<file path="src/rtl/ring_pkg.sv">
// Shared constants and types for the descriptor ring engine.
// Assumes 32-bit descriptor words; the flag positions are decoded by host software.
package ring_pkg;
    localparam int DESC_W    = 32;
    localparam int OWN_BIT   = 31;
    localparam int SOP_BIT   = 30;
    localparam int EOP_BIT   = 29;
    localparam int FCS_BYTES = 4;
    localparam int CMD_WAKE  = 0;
    localparam int CMD_RESET = 1;

    typedef enum logic [2:0] {
        ST_IDLE,
        ST_TX_RD,
        ST_TX_CHK,
        ST_RX_RD,
        ST_RX_CHK
    } eng_state_t;
endpackage

</file>
<file path="src/rtl/ring_index.sv">
// Ring index counter: advances by one per returned descriptor and wraps at RING_SIZE.
// Assumes clr_i and inc_i are not needed together (clear wins).
module ring_index #(
    parameter int RING_SIZE = 16,
    localparam int IDX_W = (RING_SIZE > 1) ? $clog2(RING_SIZE) : 1
) (
    input  logic             clk,
    input  logic             rst_n,
    input  logic             clr_i,
    input  logic             inc_i,
    output logic [IDX_W-1:0] idx_o
);
    logic [IDX_W-1:0] nxt;

    // Next index: a power-of-two ring wraps naturally, otherwise compare.
    generate
        if ((1 << IDX_W) == RING_SIZE) begin : g_pow2
            always_comb nxt = idx_o + 1'b1;
        end else begin : g_cmp
            always_comb nxt = (idx_o == IDX_W'(RING_SIZE - 1)) ? '0 : idx_o + 1'b1;
        end
    endgenerate

    // Index register.
    always_ff @(posedge clk) begin
        if (!rst_n || clr_i) idx_o <= '0;
        else if (inc_i)      idx_o <= nxt;
    end
endmodule

</file>
<file path="src/rtl/ring_status.sv">
// Sticky transmit/receive return flags, cleared by a status read.
// A set arriving in the read cycle survives the clear.
module ring_status (
    input  logic       clk,
    input  logic       rst_n,
    input  logic       clr_i,
    input  logic       tx_set_i,
    input  logic       rx_set_i,
    input  logic       rd_i,
    output logic [1:0] stat_o
);
    // Sticky flag update.
    always_ff @(posedge clk) begin
        if (!rst_n || clr_i) begin
            stat_o <= '0;
        end else begin
            stat_o[0] <= tx_set_i | (stat_o[0] & ~rd_i);
            stat_o[1] <= rx_set_i | (stat_o[1] & ~rd_i);
        end
    end
endmodule

</file>
<file path="src/rtl/ring_reset_seq.sv">
// Channel reset sequencer: busy for RST_CYCLES cycles after a start strobe.
// A start during busy restarts the count.
module ring_reset_seq #(
    parameter int RST_CYCLES = 8,
    localparam int CNT_W = $clog2(RST_CYCLES + 1)
) (
    input  logic clk,
    input  logic rst_n,
    input  logic start_i,
    output logic busy_o
);
    logic [CNT_W-1:0] cnt;

    // Down counter that self-clears the busy indication.
    always_ff @(posedge clk) begin
        if (!rst_n)          cnt <= '0;
        else if (start_i)    cnt <= CNT_W'(RST_CYCLES);
        else if (cnt != '0)  cnt <= cnt - 1'b1;
    end

    assign busy_o = (cnt != '0);
endmodule

</file>
<file path="src/rtl/ring_desc_engine.sv">
// Descriptor ring engine: device side of a transmit and a receive ring.
// Walks device-owned transmit descriptors on wake-up, stores received frames
// into device-owned receive descriptors, and returns each by clearing ownership.
// Assumes memory read data one cycle after a read and no back-pressure;
// receive has priority over transmit between descriptors.
module ring_desc_engine
    import ring_pkg::*;
#(
    parameter int RING_SIZE  = 16,
    parameter int ADDR_W     = 8,
    parameter int LEN_W      = 11,
    parameter int RST_CYCLES = 8,
    localparam int IDX_W = (RING_SIZE > 1) ? $clog2(RING_SIZE) : 1
) (
    input  logic              clk,
    input  logic              rst_n,
    input  logic              ctrl_we_i,
    input  logic [1:0]        ctrl_wdata_i,
    output logic              reset_busy_o,
    input  logic              stat_rd_i,
    output logic [1:0]        stat_o,
    input  logic [ADDR_W-1:0] tx_base_i,
    input  logic [ADDR_W-1:0] rx_base_i,
    output logic              mem_req_o,
    output logic              mem_we_o,
    output logic [ADDR_W-1:0] mem_addr_o,
    output logic [DESC_W-1:0] mem_wdata_o,
    input  logic [DESC_W-1:0] mem_rdata_i,
    output logic              tx_frame_o,
    output logic [LEN_W-1:0]  tx_len_o,
    input  logic              rx_valid_i,
    input  logic [LEN_W-1:0]  rx_len_i,
    output logic              rx_ready_o,
    output logic              rx_drop_o
);
    eng_state_t       state;
    logic             tx_pend;
    logic             rst_cmd, wake_cmd, owned;
    logic             tx_hit, tx_miss, rx_hit, rx_miss;
    logic [IDX_W-1:0] tx_idx, rx_idx;
    logic [DESC_W-1:0] rx_word;

    // Command decode: reset wins over wake; wake is ignored while busy.
    assign rst_cmd  = ctrl_we_i & ctrl_wdata_i[CMD_RESET];
    assign wake_cmd = ctrl_we_i & ctrl_wdata_i[CMD_WAKE] & ~rst_cmd & ~reset_busy_o;
    assign owned    = mem_rdata_i[OWN_BIT];
    assign tx_hit   = (state == ST_TX_CHK) &  owned;
    assign tx_miss  = (state == ST_TX_CHK) & ~owned;
    assign rx_hit   = (state == ST_RX_CHK) &  owned;
    assign rx_miss  = (state == ST_RX_CHK) & ~owned;

    ring_reset_seq #(.RST_CYCLES(RST_CYCLES)) u_rst (
        .clk(clk), .rst_n(rst_n), .start_i(rst_cmd), .busy_o(reset_busy_o)
    );

    ring_index #(.RING_SIZE(RING_SIZE)) u_tx_idx (
        .clk(clk), .rst_n(rst_n), .clr_i(rst_cmd), .inc_i(tx_hit), .idx_o(tx_idx)
    );

    ring_index #(.RING_SIZE(RING_SIZE)) u_rx_idx (
        .clk(clk), .rst_n(rst_n), .clr_i(rst_cmd), .inc_i(rx_hit), .idx_o(rx_idx)
    );

    ring_status u_stat (
        .clk(clk), .rst_n(rst_n), .clr_i(rst_cmd), .tx_set_i(tx_hit),
        .rx_set_i(rx_hit), .rd_i(stat_rd_i), .stat_o(stat_o)
    );

    // Pending wake-up: set by command, dropped when the walk meets a host descriptor.
    always_ff @(posedge clk) begin
        if (!rst_n || rst_cmd) tx_pend <= 1'b0;
        else if (wake_cmd)     tx_pend <= 1'b1;
        else if (tx_miss)      tx_pend <= 1'b0;
    end

    // Access sequencer: read a descriptor, then test and return it.
    always_ff @(posedge clk) begin
        if (!rst_n || rst_cmd) begin
            state <= ST_IDLE;
        end else begin
            unique case (state)
                ST_IDLE: begin
                    if (reset_busy_o)    state <= ST_IDLE;
                    else if (rx_valid_i) state <= ST_RX_RD;
                    else if (tx_pend)    state <= ST_TX_RD;
                end
                ST_TX_RD:  state <= ST_TX_CHK;
                ST_RX_RD:  state <= ST_RX_CHK;
                default:   state <= ST_IDLE;
            endcase
        end
    end

    // Receive write-back word: start and end flags, count including check sequence.
    always_comb begin
        rx_word = '0;
        rx_word[SOP_BIT] = 1'b1;
        rx_word[EOP_BIT] = 1'b1;
        rx_word[LEN_W-1:0] = rx_len_i + LEN_W'(FCS_BYTES);
    end

    // Memory port drive.
    always_comb begin
        mem_req_o   = (state == ST_TX_RD) | (state == ST_RX_RD) | tx_hit | rx_hit;
        mem_we_o    = tx_hit | rx_hit;
        mem_addr_o  = ((state == ST_RX_RD) || (state == ST_RX_CHK))
                    ? rx_base_i + ADDR_W'(rx_idx)
                    : tx_base_i + ADDR_W'(tx_idx);
        mem_wdata_o = tx_hit ? (mem_rdata_i & ~(DESC_W'(1) << OWN_BIT)) : rx_word;
    end

    // Frame side outputs.
    assign tx_frame_o = tx_hit;
    assign tx_len_o   = mem_rdata_i[LEN_W-1:0];
    assign rx_ready_o = (state == ST_RX_CHK);
    assign rx_drop_o  = rx_miss;
endmodule

</file>
<file path="config.mk">
export PLATFORM = sky130hd
export DESIGN_NAME = ring_desc_engine
export DESIGN_NICKNAME = d
export VERILOG_FILES = /design/src/rtl/ring_pkg.sv /design/src/rtl/ring_index.sv /design/src/rtl/ring_status.sv /design/src/rtl/ring_reset_seq.sv /design/src/rtl/ring_desc_engine.sv
export SDC_FILE = /design/constraint.sdc
export NUM_CORES = 1
export LEC_CHECK = 0
export BUFFER_PORTS_ARGS = -buffer_cell sky130_fd_sc_hd__clkbuf_2
export CORE_MARGIN = 8
export CORE_UTILIZATION = 40
export CTS_CLUSTER_DIAMETER = 200
export DETAILED_ROUTE_END_ITERATION = 6
export PLACE_DENSITY = 0.76
export SLEW_MARGIN = 10
export SYNTH_ARGS = -nofsm -noshare
export SYNTH_HDL_FRONTEND = slang
export SYNTH_HIERARCHICAL = 1
export SYNTH_SLANG_ARGS = --single-unit
</file>
<file path="constraint.sdc">
create_clock -name clk -period 1.9 [get_ports clk]
set_input_delay 0.095 -clock clk [delete_from_list [all_inputs] [get_ports clk]]
set_output_delay 0.095 -clock clk [all_outputs]
set_load 0.1 [all_outputs]
</file>
; ---- Yosys cells after proc, flatten, opt, wreduce, memory -nomap -nowiden
; Index checks and enable logic that the tools add are counted.
[totals]
ff_bits = 18
latch_bits = 0
mem_bits_rw = 0
rom_bits = 0
in_bits = 66
out_inout_bits = 59
wordCells = 57
memories = 0
[classes]
n_addsub = 6
multipliers = 0
n_div = 0
magnitude_cmp = 0
eq_ne = 5
n_shift = 0
mux = 10
bitwise = 21
reduce_logical = 8
[op_table]
columns = cell, n
row1 = $mux 31, 1
row2 = $add 8x4->8, 2
row3 = $add 11x3->11 const B, 1
row4 = $and 1x1->1, 10
row5 = $mux 3, 3
row6 = $pmux 3 s3, 1
row7 = $add 4x1->4 const B, 2
row8 = $mux 4, 2
row9 = $mux 8, 1
row10 = $eq 3x2->1 const B, 2
row11 = $or 1x1->1, 6
row12 = $not 1->1, 5
row13 = $ne 4x4->1 const B, 1
row14 = $reduce_bool 2->1, 2
row15 = $reduce_bool 4->1, 1
row16 = $sub 4x1->4 const B, 1
row17 = $eq 3x1->1 const B, 1
row18 = $eq 3x3->1 const B, 1
row19 = $logic_not 3->1, 1
row20 = $logic_or 1x1->1, 2
row21 = $mux 1, 2
row22 = $reduce_or 2->1, 1
row23 = $logic_not 1->1, 1

; ---- Longest topological paths before layout
; Gate-level depths: netlist of the first run.
[depth]
word_depth = 5
depth_mapped = 8

; ---- By module
; Netlist of the first run, hierarchy kept.
[by_module_without_submodules]
columns = module, instances, cells_each, area_each_um2, seq_area_each_um2
row1 = ring_desc_engine, 1, 164, 1191.1, 80.1
row2 = ring_index, 2, 17, 181.4, 80.1
row3 = ring_reset_seq, 1, 22, 205.2, 80.1
row4 = ring_status, 1, 9, 82.6, 40.0

; ---- Worst setup path before layout of the first run
; Ideal clock, no wire load.
[synth_timing]
kind = register to output
startpoint = register state[2]
endpoint = output mem_wdata_o[2]
t_arrival_ns = 3.310
setup_slack_ns = -1.505
path_stages_with_launch = 7
path_buffers = 3
cell_sequence = dfxtp_1 -> buf_6 -> nor2_2 -> and3_4 -> buf_6 -> buf_2 -> o21ai_0
[synth_between]
elab_chain_cells = 3
[synth_rtl]
columns = element, line
row1 = start: declaration, ring_desc_engine.sv:36  ; eng_state_t state;
row2 = start signal: assignment, ring_desc_engine.sv:79  ; state <= ST_IDLE;
row3 = start signal: assignment, ring_desc_engine.sv:83  ; if (reset_busy_o) state <= ST_IDLE;
row4 = start signal: assignment, ring_desc_engine.sv:84  ; else if (rx_valid_i) state <= ST_RX_RD;
row5 = $eq 3x2->1, ring_desc_engine.sv:47  ; assign tx_hit = (state == ST_TX_CHK) & owned;
row6 = $and 1x1->1, ring_desc_engine.sv:47
row7 = named net tx_frame_o, ring_desc_engine.sv:29  ; output logic tx_frame_o,
row8 = $mux 31, ring_desc_engine.sv:109  ; mem_wdata_o = tx_hit ? (mem_rdata_i & ~(DESC_W'(1) << OWN_BIT)) : rx_word;
row9 = end: declaration, ring_desc_engine.sv:27  ; output logic [DESC_W-1:0] mem_wdata_o,
; The timed path passes the listed nets, and every way through them passes these cells.

; ---- Worst setup path in the final report of the first run
[layout_timing]
startpoint = register u_rx_idx.idx_o[0]
endpoint = output mem_addr_o[6]
[layout_between]
elab_chain_cells = 2
[layout_rtl]
columns = element, line
row1 = start: declaration, ring_index.sv:11  ; output logic [IDX_W-1:0] idx_o
row2 = start signal: assignment, ring_index.sv:27  ; else if (inc_i) idx_o <= nxt;
row3 = $add 8x4->8, ring_desc_engine.sv:107  ; ? rx_base_i + ADDR_W'(rx_idx)
row4 = $mux 8, ring_desc_engine.sv:107
row5 = end: declaration, ring_desc_engine.sv:26  ; output logic [ADDR_W-1:0] mem_addr_o,
; Every way passes these cells.

==> summary by stage, run 1 <==
Cells and area
Summing all multi-input logic gate instances after layout gives ~0.0016 mm2. In the final layout, flip-flops and latches occupy between 300 and 400 um2. The number of inserted diodes is 0.

From synthesis to final layout, the design area changed by 90.22%. The number of nets in the finished design is about 430. In the layout the commonest cells are 80 x clkbuf_2, 42 x buf_12, 19 x and2_1, 17 x nand2_1, 12 x inv_1. Measured on the finished design, the core utilization comes to 0.7991. Of the cells placed in the final design, the portion with a size suffix greater than 1 is 0.5994. Leaving out fill and tap cells, the most frequent cell in the layout is clkbuf_2. Counting the fill cells in the layout gives 285. The area of all placed cells without fillers is approximately 0.0035 mm2.

Min path
The worst min-delay path class is in -> reg.

Detailed routing
The detailed-routing iteration count for the pre-antenna-repair pass is 4. The detailed router placed 2075 vias in this run. After detailed routing, the average wire length per cell comes to around 18 um. The DRC violation total after the first TritonRoute iteration is 44. The number of routed nets with antenna violations is 0. The mean number of vias per cell is ~5.2. Summed over all layers, the routed wires come to ~7.1 mm. The post-detailed-route DRC marker count is 0.

Critical path
Of all nets on the critical path, the largest fanout is 2. Across all register-to-register paths, the minimum setup slack is 0.30 ns. The critical path capture point type is a primary output.

The required arrival time at the worst endpoint is between 1.5 and 2 ns. The signal on the critical path passes through ha_4, inv_2, fa_2, nor2b_2, o21ai_2, a21oi_2, xnor2_2, mux2i_4, buf_12. The largest incremental delay on the critical path is roughly 0.36 ns. The class of the most critical setup path is reg -> out. Grouping stages by cell kind, the critical path spends the most delay in adder cells. The slowest stage of the critical path belongs to the cell dfxtp_4. The arrival time of data at the critical path endpoint is roughly 2 ns. The startpoint kind of the worst setup timing path is a register. Together, buffers and inverters on the worst path number 2.

Logic synthesis
During synthesis, Yosys emitted a total of 6 warnings. Of the total synthesized cell area, the portion taken by full adders, half adders and majority gates is 0.1101. Counting every net in the synthesized netlist gives 310. Synthesis inferred 18 register bits.

The synthesized netlist contains between 40 and 50 unique library cells. The fraction of the mapped netlist area in compound gates came to 0.1488. The average size of a mapped cell is 8.043 um2. The basic-gate share of the synthesized area counting and, or, nand and nor cells is 0.2520. Of the total synthesized cell area, the portion taken by XOR and XNOR cells is 0.09986. The dominant combinational cell family by area after synthesis is simple AND/OR/NAND/NOR gates. The cell area that synthesis handed to floorplanning was approximately 0.0018 mm2. Measured against the total synthesized area, the mux share comes to 0.08356. The gate count after technology mapping is around 230.

The share of the Yosys chip area taken by registers is 0.1957.

STA
The final critical-path required period is roughly 2.1 ns. The final worst-path cycle share is 1.123. The worst slew slack as a fraction of its limit is 0.6259. Between clock sinks in the finished design, the worst skew comes to roughly 0.0014 ns. The slew at the pin closest to its max-slew limit is roughly 0.56 ns. The final count of pins violating max slew is 0.

The number of hold-slack violations in the final timing report came to 0. Setup repair after global routing could not meet its margin everywhere. Hold timing on the final database bottoms out at a slack of between 0.09 and 0.1 ns.

Setup violations remaining at the end of the flow were counted as 5. The minimum setup slack in the final design is -0.2342 ns. The setup TNS after final layout is -0.6751 ns. Derived from the worst setup path, the maximum achievable clock frequency is ~470 MHz.

Die
The effective utilization at floorplan is 0.4201. The die covers around 0.0070 mm2. The die outline height is between 80 and 90 um. Row generation in the floorplan step produced 24 rows. The standard cell core area is 0.004384 mm2. The number of placed I/O pins is ~130.

Measured along the x axis, the die boundary spans between 80 and 90 um.

Power
VDD sags by at most 1.021 mV. The power after layout is 2.894 mW. The analysis attributes to cell leakage a power of 1.523 nW. The power density normalized to cell area is between 800 and 900 mW/mm2.

Clocking
The number of hold buffers added after CTS was 0. Clock latency on the worst-skew pair, taken at its later pin, is around 0.25 ns. The tree is rooted in a clkbuf_8.

No sink is reached through more buffers than the 2 on the longest clock path. CTS saw 18 sinks. The level count of the clock H-tree is 1.

Buffers inserted during clock tree synthesis total 3. The clock-pin slew on the worst setup and hold paths is 0.07 ns. The TritonCTS clock tree is done.

Placement
Input and output buffers added on the ports amount to about 120. At the end of routability-driven placement, the weighted congestion stood at between 0.8 and 0.9. The half-perimeter wire length after placement is ~5.4 mm. Summing all placed instances gives a cell area of ~0.0032 mm2.

Run status
The final reports fail on setup timing. The run finished, with violations left.

Global route
The number of antenna violations at the first check in global routing was 0. The aggregate global-route resource usage is 0.1707. The overall overflow remaining after global route is 0. The via count of the first global-routing pass is approximately 2200. The first global-routing pass estimated slightly above 10 mm of wire. The maximum number of pins on one net before global-route repair is 32.

Flow run
The max capacitance violation total is 0.
==> repair_timing <==
action,CTS,global route
pin swaps,6,16
resized for setup,7,30
gates cloned,0,1
buffers inserted,3,1
endpoints found under the setup margin,6,17
==> path summary, 6_finish.rpt <==
| kind | cells after the start | end | start |
|---|---|---|---|
| max | 9 | mem_addr_o[6] | u_rx_idx/idx_o[0] |
| max reg2reg | 8 | u_rx_idx/idx_o[3] | state[1] |
| min reg2reg | 2 | tx_pend | tx_pend |
| min | 3 | tx_pend | ctrl_wdata_i[0] |
==> power by group <==
| part | internal, mW | switching (mW) | total, mW |
|---|---|---|---|
| combinational | 0.702 | 1.41 | 2.11 |
| clock | 0.184 | 0.123 | 0.307 |
| sequential | 0.427 | 0.0503 | 0.477 |
==> cell usage after synthesis <==
| cell type | number | area share |
|---|---|---|
| xor2_1 | 10 | 0.048 |
| buf_2 | 2 | 0.0054 |
| ha_1 | 13 | 0.088 |
| xnor2_1 | 11 | 0.052 |
| mux2i_1 | 9 | 0.049 |
| dfxtp_1 | 18 | 0.20 |
| and2_1 | 19 | 0.065 |
| buf_4 | 12 | 0.049 |
| a21oi_1 | 9 | 0.024 |
| nand3_1 | 5 | 0.014 |
| nand2b_1 | 7 | 0.024 |
| a21oi_2 | 1 | 0.0048 |
| a21bo_2 | 2 | 0.011 |
| conb_1 | 1 | 0.0020 |
| o21ai_0 | 17 | 0.046 |
| a211o_1 | 1 | 0.0048 |
| nand3b_1 | 4 | 0.016 |
| a211oi_2 | 1 | 0.0068 |
| mux2_2 | 2 | 0.012 |
| nand2_1 | 17 | 0.035 |
| fa_1 | 2 | 0.022 |
| o21ai_4 | 1 | 0.0088 |
| and3_4 | 1 | 0.0061 |
| or2b_1 | 2 | 0.0081 |
| nor2_1 | 13 | 0.026 |
| nand4_1 | 2 | 0.0068 |
| and3_1 | 3 | 0.010 |
| nand2b_2 | 1 | 0.0048 |
| o21a_1 | 1 | 0.0041 |
| clkbuf_2 | 1 | 0.0027 |
| nor3_1 | 2 | 0.0054 |
| o2111ai_1 | 2 | 0.0095 |
| inv_1 | 15 | 0.031 |
| or3b_1 | 3 | 0.014 |
| o31ai_1 | 1 | 0.0041 |
| o211ai_1 | 1 | 0.0041 |
| nor2b_1 | 2 | 0.0068 |
| buf_6 | 3 | 0.018 |
| a21o_1 | 2 | 0.0081 |
| clkbuf_1 | 1 | 0.0020 |
| mux2_4 | 2 | 0.016 |
| nor2_2 | 1 | 0.0034 |
| nor4_1 | 2 | 0.0068 |
| a211oi_1 | 3 | 0.012 |
| mux2_1 | 1 | 0.0061 |
==> cell families (layout without fill, tap and decap cells) <==
| kind of cell | after synthesis | after routing |
|---|---|---|
| AO/OA/AOI/OAI | 42 | 42 |
| XOR/XNOR | 21 | 21 |
| adder cells (fa/ha/maj) | 15 | 15 |
| buffers and inverters | 34 | 151 |
| flip-flops | 18 | 18 |
| multiplexers | 14 | 14 |
| other | 1 | 1 |
| AND/OR/NAND/NOR | 84 | 85 |
==> final cells by class <==
| type | count | area share |
|---|---|---|
| Clock buffer | 4 | 0.01571 |
| Inverter | 15 | 0.01714 |
| Multi-Input combinational cell | 178 | 0.4657 |
| Sequential cell | 18 | 0.1071 |
| Tap cell | 52 | 0.01857 |
| Timing Repair Buffer | 132 | 0.3757 |
==> per-layer routing <==
metal,wire length [um],GRT usage,share of wire,vias up
met5,0,0,0,-
met2,4172,0.3439,0.59,75
met1,2420,0.1665,0.34,979
met3,331,0.04004,0.047,14
li1,-,-,-,1007
met4,144,0.04082,0.020,0
==> worst reg2reg max path, cell delays in order, from the launching register on <==
cell and delay [ns]:
dfxtp_2 0.36, nor2_2 0.13, nand2_1 0.13, buf_4 0.18, clkinvlp_4 0.06, nand2_1 0.11
inv_1 0.22, nand4_1 0.14, mux2i_1 0.15
==> stage by stage <==
step / cells / setup slack (ns)
floorplan: 229 / -0.1297
CTS: 397 / -0.2356
global route: 399 / -0.3124
global placement: 390 / 0.06642
detailed placement: 390 / -0.03776
finish: 399 / -0.2342
==> registers in the layout, summed over array words and instances (netlist names) <==
name	cells
state	3
tx_pend	1
u_rst/cnt	4
u_rx_idx/idx_o	4
u_stat/stat_o	2
u_tx_idx/idx_o	4
Note: power is estimated with default switching activity, not from simulation.
==> inputs of run 2 (changes only) <==
--- a/config.mk
+++ b/config.mk
@@ -7,10 +7,10 @@
 export LEC_CHECK = 0
 export BUFFER_PORTS_ARGS = -buffer_cell sky130_fd_sc_hd__clkbuf_2
 export CORE_MARGIN = 8
-export CORE_UTILIZATION = 40
+export CORE_UTILIZATION = 42
 export CTS_CLUSTER_DIAMETER = 200
 export DETAILED_ROUTE_END_ITERATION = 6
-export PLACE_DENSITY = 0.76
+export PLACE_DENSITY = 0.79
 export SLEW_MARGIN = 10
 export SYNTH_ARGS = -nofsm -noshare
 export SYNTH_HDL_FRONTEND = slang
==> run 2 against run 1 <==
The run still ends with setup timing left. Core utilization increased by 1.3 points. Worst hold slack better by 0.010 ns. First-iteration DRC count is 14% lower. Clock skew is 0.0015 ns higher. Fmax shrank 1.4%.
==> summary by stage, run 2 (synthesis gave the netlist of run 1 again) <==
Flow run
The max capacitance violation total is 0 (unchanged).

Placement
The cell area after placement came to 0.003231 mm2 (was 0.003236 mm2). The final RePlAce weighted congestion came to 0.8459 (was 0.8140). The worst slack after detailed placement is 0.002459 ns (was -0.03776 ns).

The quantity of I/O buffers inserted on ports came to 123 (unchanged). The half-perimeter wire length after placement is 5.530 mm (was 5.430 mm).

Min path
The worst min-delay path class is in -> reg (unchanged).

Die
The width of the die is 82.22 um (was 83.86 um). The area of the die was 0.006760 mm2 (was 0.007032 mm2). The number of placed I/O pins is 125 (unchanged). The die outline height is 82.22 um (was 83.86 um). The effective utilization at floorplan came to 0.4289 (was 0.4201). The number of core rows is 24 (unchanged). The standard cell core area came to 0.004294 mm2 (was 0.004384 mm2).

Cells and area
The post-synthesis to final-layout area growth is 89.27% (was 90.22%). Top flop regs: u_rst/cnt: 4 flops, u_rx_idx/idx_o: 4 flops, u_tx_idx/idx_o: 4 flops (unchanged). The number of nets in the finished design is 431 (was 429). The commonest non-fill, non-tap cell in the layout is clkbuf_2 (unchanged). The filler cell count came to 263 (was 285). The area of all placed cells without fillers is 0.003486 mm2 (was 0.003503 mm2). The number of inserted diodes was 0 (unchanged).

The fraction of final layout cells with drive strength greater than 1 came to 0.5903 (was 0.5994). The utilization of the core after routing came to 0.8118 (was 0.7991). Highest-count cells in the layout ignoring fill and taps: 80 x clkbuf_2, 41 x buf_12, 19 x and2_1, 17 x nand2_1 (was 80 x clkbuf_2, 42 x buf_12, 19 x and2_1, 17 x nand2_1, 12 x inv_1).

Detailed routing
The DRC violation total after the first TritonRoute iteration was 38 (was 44). The number of routed nets with antenna violations came to 0 (unchanged). The total routed wirelength is 6.907 mm (was 7.068 mm). The routed via count is 2034 (was 2075). The detailed-routing iteration count for the pre-antenna-repair pass was 4 (unchanged). The uppermost metal layer occupied by signal nets was met4 (unchanged). The mean number of vias per cell came to 5.072 (was 5.201). The average routed wire per standard cell is 17.22 um (was 17.71 um). The post-detailed-route DRC marker count was 0 (unchanged). The sum of met2 wire segment lengths after detailed routing came to 4.027 mm (was 4.172 mm). The routed wire length on met3 is 350 um (was 331 um).

The sum of routed wire segments on met1 is 2.340 mm (was 2.420 mm).

Critical path
Sequence of cells on the critical path: ha_4, inv_2, fa_2, nor2b_1, o21ai_1, a21oi_1, xnor2_1, mux2i_4, buf_12 (was ha_4, inv_2, fa_2, nor2b_2, o21ai_2, a21oi_2, xnor2_2, mux2i_4, buf_12). The critical path capture point type is a primary output (unchanged). The class of the most critical setup path is reg -> out (unchanged). The startpoint kind of the worst setup timing path is a register (unchanged).

The maximum fanout encountered on the critical timing path is 3 (was 2). The largest incremental delay on the critical path is 0.35 ns (was 0.36 ns). The arrival time of data at the critical path endpoint was 2.07 ns (was 2.04 ns). The required arrival time at the worst endpoint is 1.80 ns (about the same).

The library cell contributing the largest single delay on the critical path is dfxtp_4 (unchanged).

Clocking
The level count of the clock H-tree is 1 (unchanged). The clock-pin slew on the worst setup and hold paths is 0.07 ns (about the same). The TritonCTS clock tree is done (unchanged). The maximum root-to-sink buffer count is 2 (unchanged). The number of sinks on the clock net was 18 (unchanged). The source-to-sink clock delay at the later pin of the worst-skew pair was 0.25 ns (about the same). The number of buffers added by the clock tree synthesis step is 3 (unchanged). The cell chosen for the clock root is clkbuf_8 (unchanged).

STA
The worst slew slack as a fraction of its limit is 0.6304 (was 0.6259). The final critical-path required period is 2.165 ns (was 2.134 ns). The maximum achievable frequency is 461.9 MHz (was 468.6 MHz).

The final clock skew came to 0.002888 ns (was 0.001375 ns). The minimum setup slack in the final design is -0.2648 ns (was -0.2342 ns). The slew at the pin closest to its max-slew limit was 0.5568 ns (was 0.5635 ns). The setup TNS after final layout is -0.9364 ns (was -0.6751 ns). The total setup violations reported at the end of the flow is 6 (was 5). The final count of pins violating max slew came to 0 (unchanged). The worst-case hold slack is 0.1020 ns (was 0.09156 ns).

The number of hold-slack violations in the final timing report is 0 (unchanged). The final worst-path cycle share is 1.139 (was 1.123). RSZ-0062 raised after global routing: yes (unchanged).

Global route
The overall overflow remaining after global route is 0 (unchanged). The global-route wire length before repair came to 9.715 mm (was 10.12 mm). The number of antenna violations at the first check in global routing came to 0 (unchanged). The maximum number of pins on one net before global-route repair was 18 (was 32). The aggregate global-route resource usage is 0.1806 (was 0.1707). The via count of the first global-routing pass is 2223 (was 2179).

Run status
Violations in the final reports: setup timing (unchanged). Result of the run: complete, but fails checks (unchanged).

Power
The worst IR drop on VDD was 1.159 mV (was 1.021 mV). The total leakage power is 1.530 nW (was 1.523 nW). The power density normalized to cell area is 827.1 mW/mm2 (was 825.9 mW/mm2).
[run 2: what timing repair did]
| item | 4_1_cts | 5_1_grt |
|---|---|---|
| hold buffers | 0 | 0 |
| pin swaps | 15 | 13 |
| gates cloned | 1 | 0 |
| resized for setup | 13 | 24 |
| buffers inserted | 4 | 2 |
| setup endpoints to repair | 15 | 8 |
[run 2: final cells by class]
class / instances / area, um2 / area share
flip-flops and latches: 18 / 377.9 / 0.1084
clock buffers: 4 / 55.05 / 0.01579
inverters: 15 / 60.06 / 0.01723
multi-input cells: 178 / 1602 / 0.4594
repair buffers: 134 / 1326 / 0.3805
well taps: 52 / 65.06 / 0.01866
[run 2: final timing paths]
check | startpoint | to | slack (ns) | depth (start not counted)
worst max-delay path | u_tx_idx/idx_o[0] | mem_addr_o[6] | -0.26 | 9
worst min-delay path | ctrl_wdata_i[0] | tx_pend | 0.10 | 3
worst max register to register | state[1] | u_rx_idx/idx_o[3] | 0.26 | 8
worst min register to register | u_stat/stat_o[0] | u_stat/stat_o[0] | 0.47 | 2
[run 2: layer usage]
metal	track usage	vias to the layer above
met4	0.08421	0
li1	-	1008
met3	0.03896	14
met2	0.3493	70
met1	0.1768	942
met5	0	-
[run 2: report_power, final]
group / total, mW / switching (mW) / internal, mW
registers: 0.471 / 0.0476 / 0.424
logic: 2.11 / 1.41 / 0.698
clock network: 0.307 / 0.123 / 0.184
total: 2.88 / 1.58 / 1.31
[run 2: through the flow]
stage,total power [mW],instances
finish,2.883,401
detailed placement,2.549,391
global route,2.984,401
CTS,2.876,400
floorplan,1.913,229
global placement,2.504,391
[run 2: worst max-delay path: cells and delay by family (launching register included)]
kind,cells,cell delay (ns)
compound gates,2,0.29
xor+xnor,1,0.12
fa+ha+maj,2,0.48
buf+inv,2,0.24
flops,1,0.35
mux,1,0.18
simple gates,1,0.15
==> inputs of run 3 (changes only) <==
==> constraint.sdc (replaced) <==
create_clock -name clk -period 2.1 [get_ports clk]
set_input_delay 0.105 -clock clk [delete_from_list [all_inputs] [get_ports clk]]
set_output_delay 0.105 -clock clk [all_outputs]
set_load 0.1 [all_outputs]
==> run 3 against run 2 <==
The run still ends with setup timing left. Clock power decreased by 9.1%. Register-to-register slack improved by 0.27 ns. First-iteration DRC count increased by 45%. Cell count down 1.0%. Critical path type unchanged. Largest cell class unchanged.
==> summary by stage, run 3 (synthesis gave the netlist of run 1 again) <==
Power
The power after layout was 2.345 mW (was 2.883 mW). The total leakage power is 1.394 nW (was 1.530 nW). The worst IR drop on VDD is 0.9076 mV (was 1.159 mV). The power density normalized to cell area came to 800.4 mW/mm2 (was 827.1 mW/mm2).

Clocking
The TritonCTS clock tree is done (unchanged). The number of buffers added by the clock tree synthesis step was 3 (unchanged). The maximum root-to-sink buffer count is 2 (unchanged).

The number of sinks on the clock net is 18 (unchanged). The source-to-sink clock delay at the later pin of the worst-skew pair is 0.25 ns (about the same). The cell chosen for the clock root is clkbuf_8 (unchanged). The hold-fix buffer count after cts came to 0 (unchanged).

The level count of the clock H-tree came to 1 (unchanged). The clock-pin slew on the worst setup and hold paths is 0.07 ns (about the same).

Critical path
The maximum fanout encountered on the critical timing path is 3 (unchanged). The arrival time of data at the critical path endpoint is 2.04 ns (was 2.07 ns). The startpoint kind of the worst setup timing path is a register (unchanged). The class of the most critical setup path was reg -> out (unchanged). The required arrival time at the worst endpoint is 2.00 ns (was 1.80 ns). The critical path capture point type is a primary output (unchanged).

Global route
The number of antenna violations at the first check in global routing is 0 (unchanged). The maximum number of pins on one net before global-route repair is 32 (was 18). The via count of the first global-routing pass came to 2069 (was 2223). The global-route wire length before repair is 8.500 mm (was 9.715 mm). The overall overflow remaining after global route is 0 (unchanged). The aggregate global-route resource usage is 0.1532 (was 0.1806).

Detailed routing
The number of routed nets with antenna violations came to 0 (unchanged). The DRC violation total after the first TritonRoute iteration is 55 (was 38). The total routed wirelength is 5.766 mm (was 6.907 mm). The mean number of vias per cell was 4.967 (was 5.072). The post-detailed-route DRC marker count was 0 (unchanged). The routed via count is 1972 (was 2034). The detailed-routing iteration count for the pre-antenna-repair pass is 4 (unchanged).

The average routed wire per standard cell was 14.52 um (was 17.22 um).

STA
The worst slew slack as a fraction of its limit was 0.6220 (was 0.6304). The minimum setup slack in the final design came to -0.04134 ns (was -0.2648 ns). The total setup violations reported at the end of the flow was 1 (was 6). The final worst-path cycle share is 1.020. The slew at the pin closest to its max-slew limit is 0.5695 ns (was 0.5568 ns).

RSZ-0062 raised after global routing: yes (unchanged). The number of hold-slack violations in the final timing report is 0 (unchanged). The final critical-path required period is around 2.1 ns. The final count of pins violating max slew is 0 (unchanged). The final clock skew is 0.001923 ns (was 0.002888 ns). Derived from the worst setup path, the maximum achievable clock frequency is roughly 470 MHz.

Die
The number of placed I/O pins came to 125 (unchanged). The standard cell core area is 0.004294 mm2 (unchanged). The width of the die came to 82.22 um (unchanged). The number of core rows is 24 (unchanged). The effective utilization at floorplan was 0.4289 (unchanged).

The die outline height is 82.22 um (unchanged). The area of the die was 0.006760 mm2 (unchanged).

Cells and area
The post-synthesis to final-layout area growth was 59.10% (was 89.27%). Top flop regs: u_rst/cnt: 4 flops, u_rx_idx/idx_o: 4 flops, u_tx_idx/idx_o: 4 flops (unchanged). The number of inserted diodes is 0 (unchanged). The fraction of final layout cells with drive strength greater than 1 is 0.5362 (was 0.5903). Highest-count cells in the layout ignoring fill and taps: 87 x clkbuf_2, 28 x buf_4, 19 x and2_1, 17 x nand2_1 (was 80 x clkbuf_2, 41 x buf_12, 19 x and2_1, 17 x nand2_1).

The commonest non-fill, non-tap cell in the layout is clkbuf_2 (unchanged). The number of standard cells in the layout, taps in and fillers out came to 397 (was 401). The number of nets in the finished design is 427 (was 431).

Min path
The worst min-delay path class is in -> reg (unchanged).

Run status
Result of the run: complete, but fails checks (unchanged). Violations in the final reports: setup timing (unchanged).

Flow run
The max capacitance violation total is 0 (unchanged).

Placement
The final RePlAce weighted congestion is 0.8042 (was 0.8459). The worst slack after detailed placement came to 0.1436 ns (was 0.002459 ns). The quantity of I/O buffers inserted on ports is 123 (unchanged).

The half-perimeter wire length after placement was 4.768 mm (was 5.530 mm). The number of cells in the design after placement is 386 (was 391).
-- run 3: changes by cell type in the layout (fill, tap and decap cells not counted), sizes merged --
cell / change
buf: -11
clkbuf: +7
clkinvlp: -1
inv: +1
-- run 3: through the flow --
step	cell area (um2)	setup TNS [ns]	util	hold slack [ns]
finish	2930	-0.04134	0.6824	0.1183
global placement	2726	0	0.6349	0.3773
CTS	2840	-0.06843	0.6614	0.1196
global route	2930	-0.2900	0.6824	0.1202
detailed placement	2726	0	0.6349	0.3819
floorplan	1981	-0.02531	-	0.2225
-- run 3: critical path, cell delays in order (launching register included) --
cell and delay [ns]:
dfxtp_2 0.35, ha_4 0.14, inv_2 0.04, fa_2 0.34, nor2b_1 0.16, o21ai_1 0.11, a21oi_2 0.15, xnor2_1 0.19
mux2i_4 0.12, buf_12 0.18
-- run 3: area by class of cell --
cell class / count / area [um2]
Tap cell: 52 / 65.06
Clock buffer: 4 / 55.05
Inverter: 15 / 56.30
Sequential cell: 18 / 371.6
Fill cell: 349 / 1364
Timing Repair Buffer: 130 / 889.6
Multi-Input combinational cell: 178 / 1493
-- run 3: path summary, 6_finish.rpt --
path,depth (start not counted),endpoint,from,slack [ns]
setup reg to reg,6,u_rx_idx/idx_o[3],state[2],0.53
setup / recovery,9,mem_addr_o[6],u_rx_idx/idx_o[0],-0.04
hold / removal,3,tx_pend,ctrl_wdata_i[0],0.12
hold reg to reg,2,u_stat/stat_o[0],u_stat/stat_o[0],0.48
-- run 3: power by group --
group	leakage [nW]	switching, mW	internal (mW)	total (mW)
registers	0.149	0.0390	0.383	0.422
logic	1.22	1.21	0.435	1.64
clock network	0.0288	0.113	0.166	0.279
-- run 3: what timing repair did --
action | CTS | global route
setup endpoints to repair | 7 | 14
buffers inserted | 4 | 2
cloned | 0 | 1
endpoints found under the hold margin | 0 | 0
pin swaps | 8 | 11
gates resized for setup | 10 | 18
-- run 3: per-layer routing --
layer	GRT usage	up-vias	share of wire
li1	-	1006	-
met1	0.1660	886	0.38
met2	0.2819	76	0.52
met3	0.04978	4	0.091
met4	0.03158	0	0.0050
met5	0	-	0
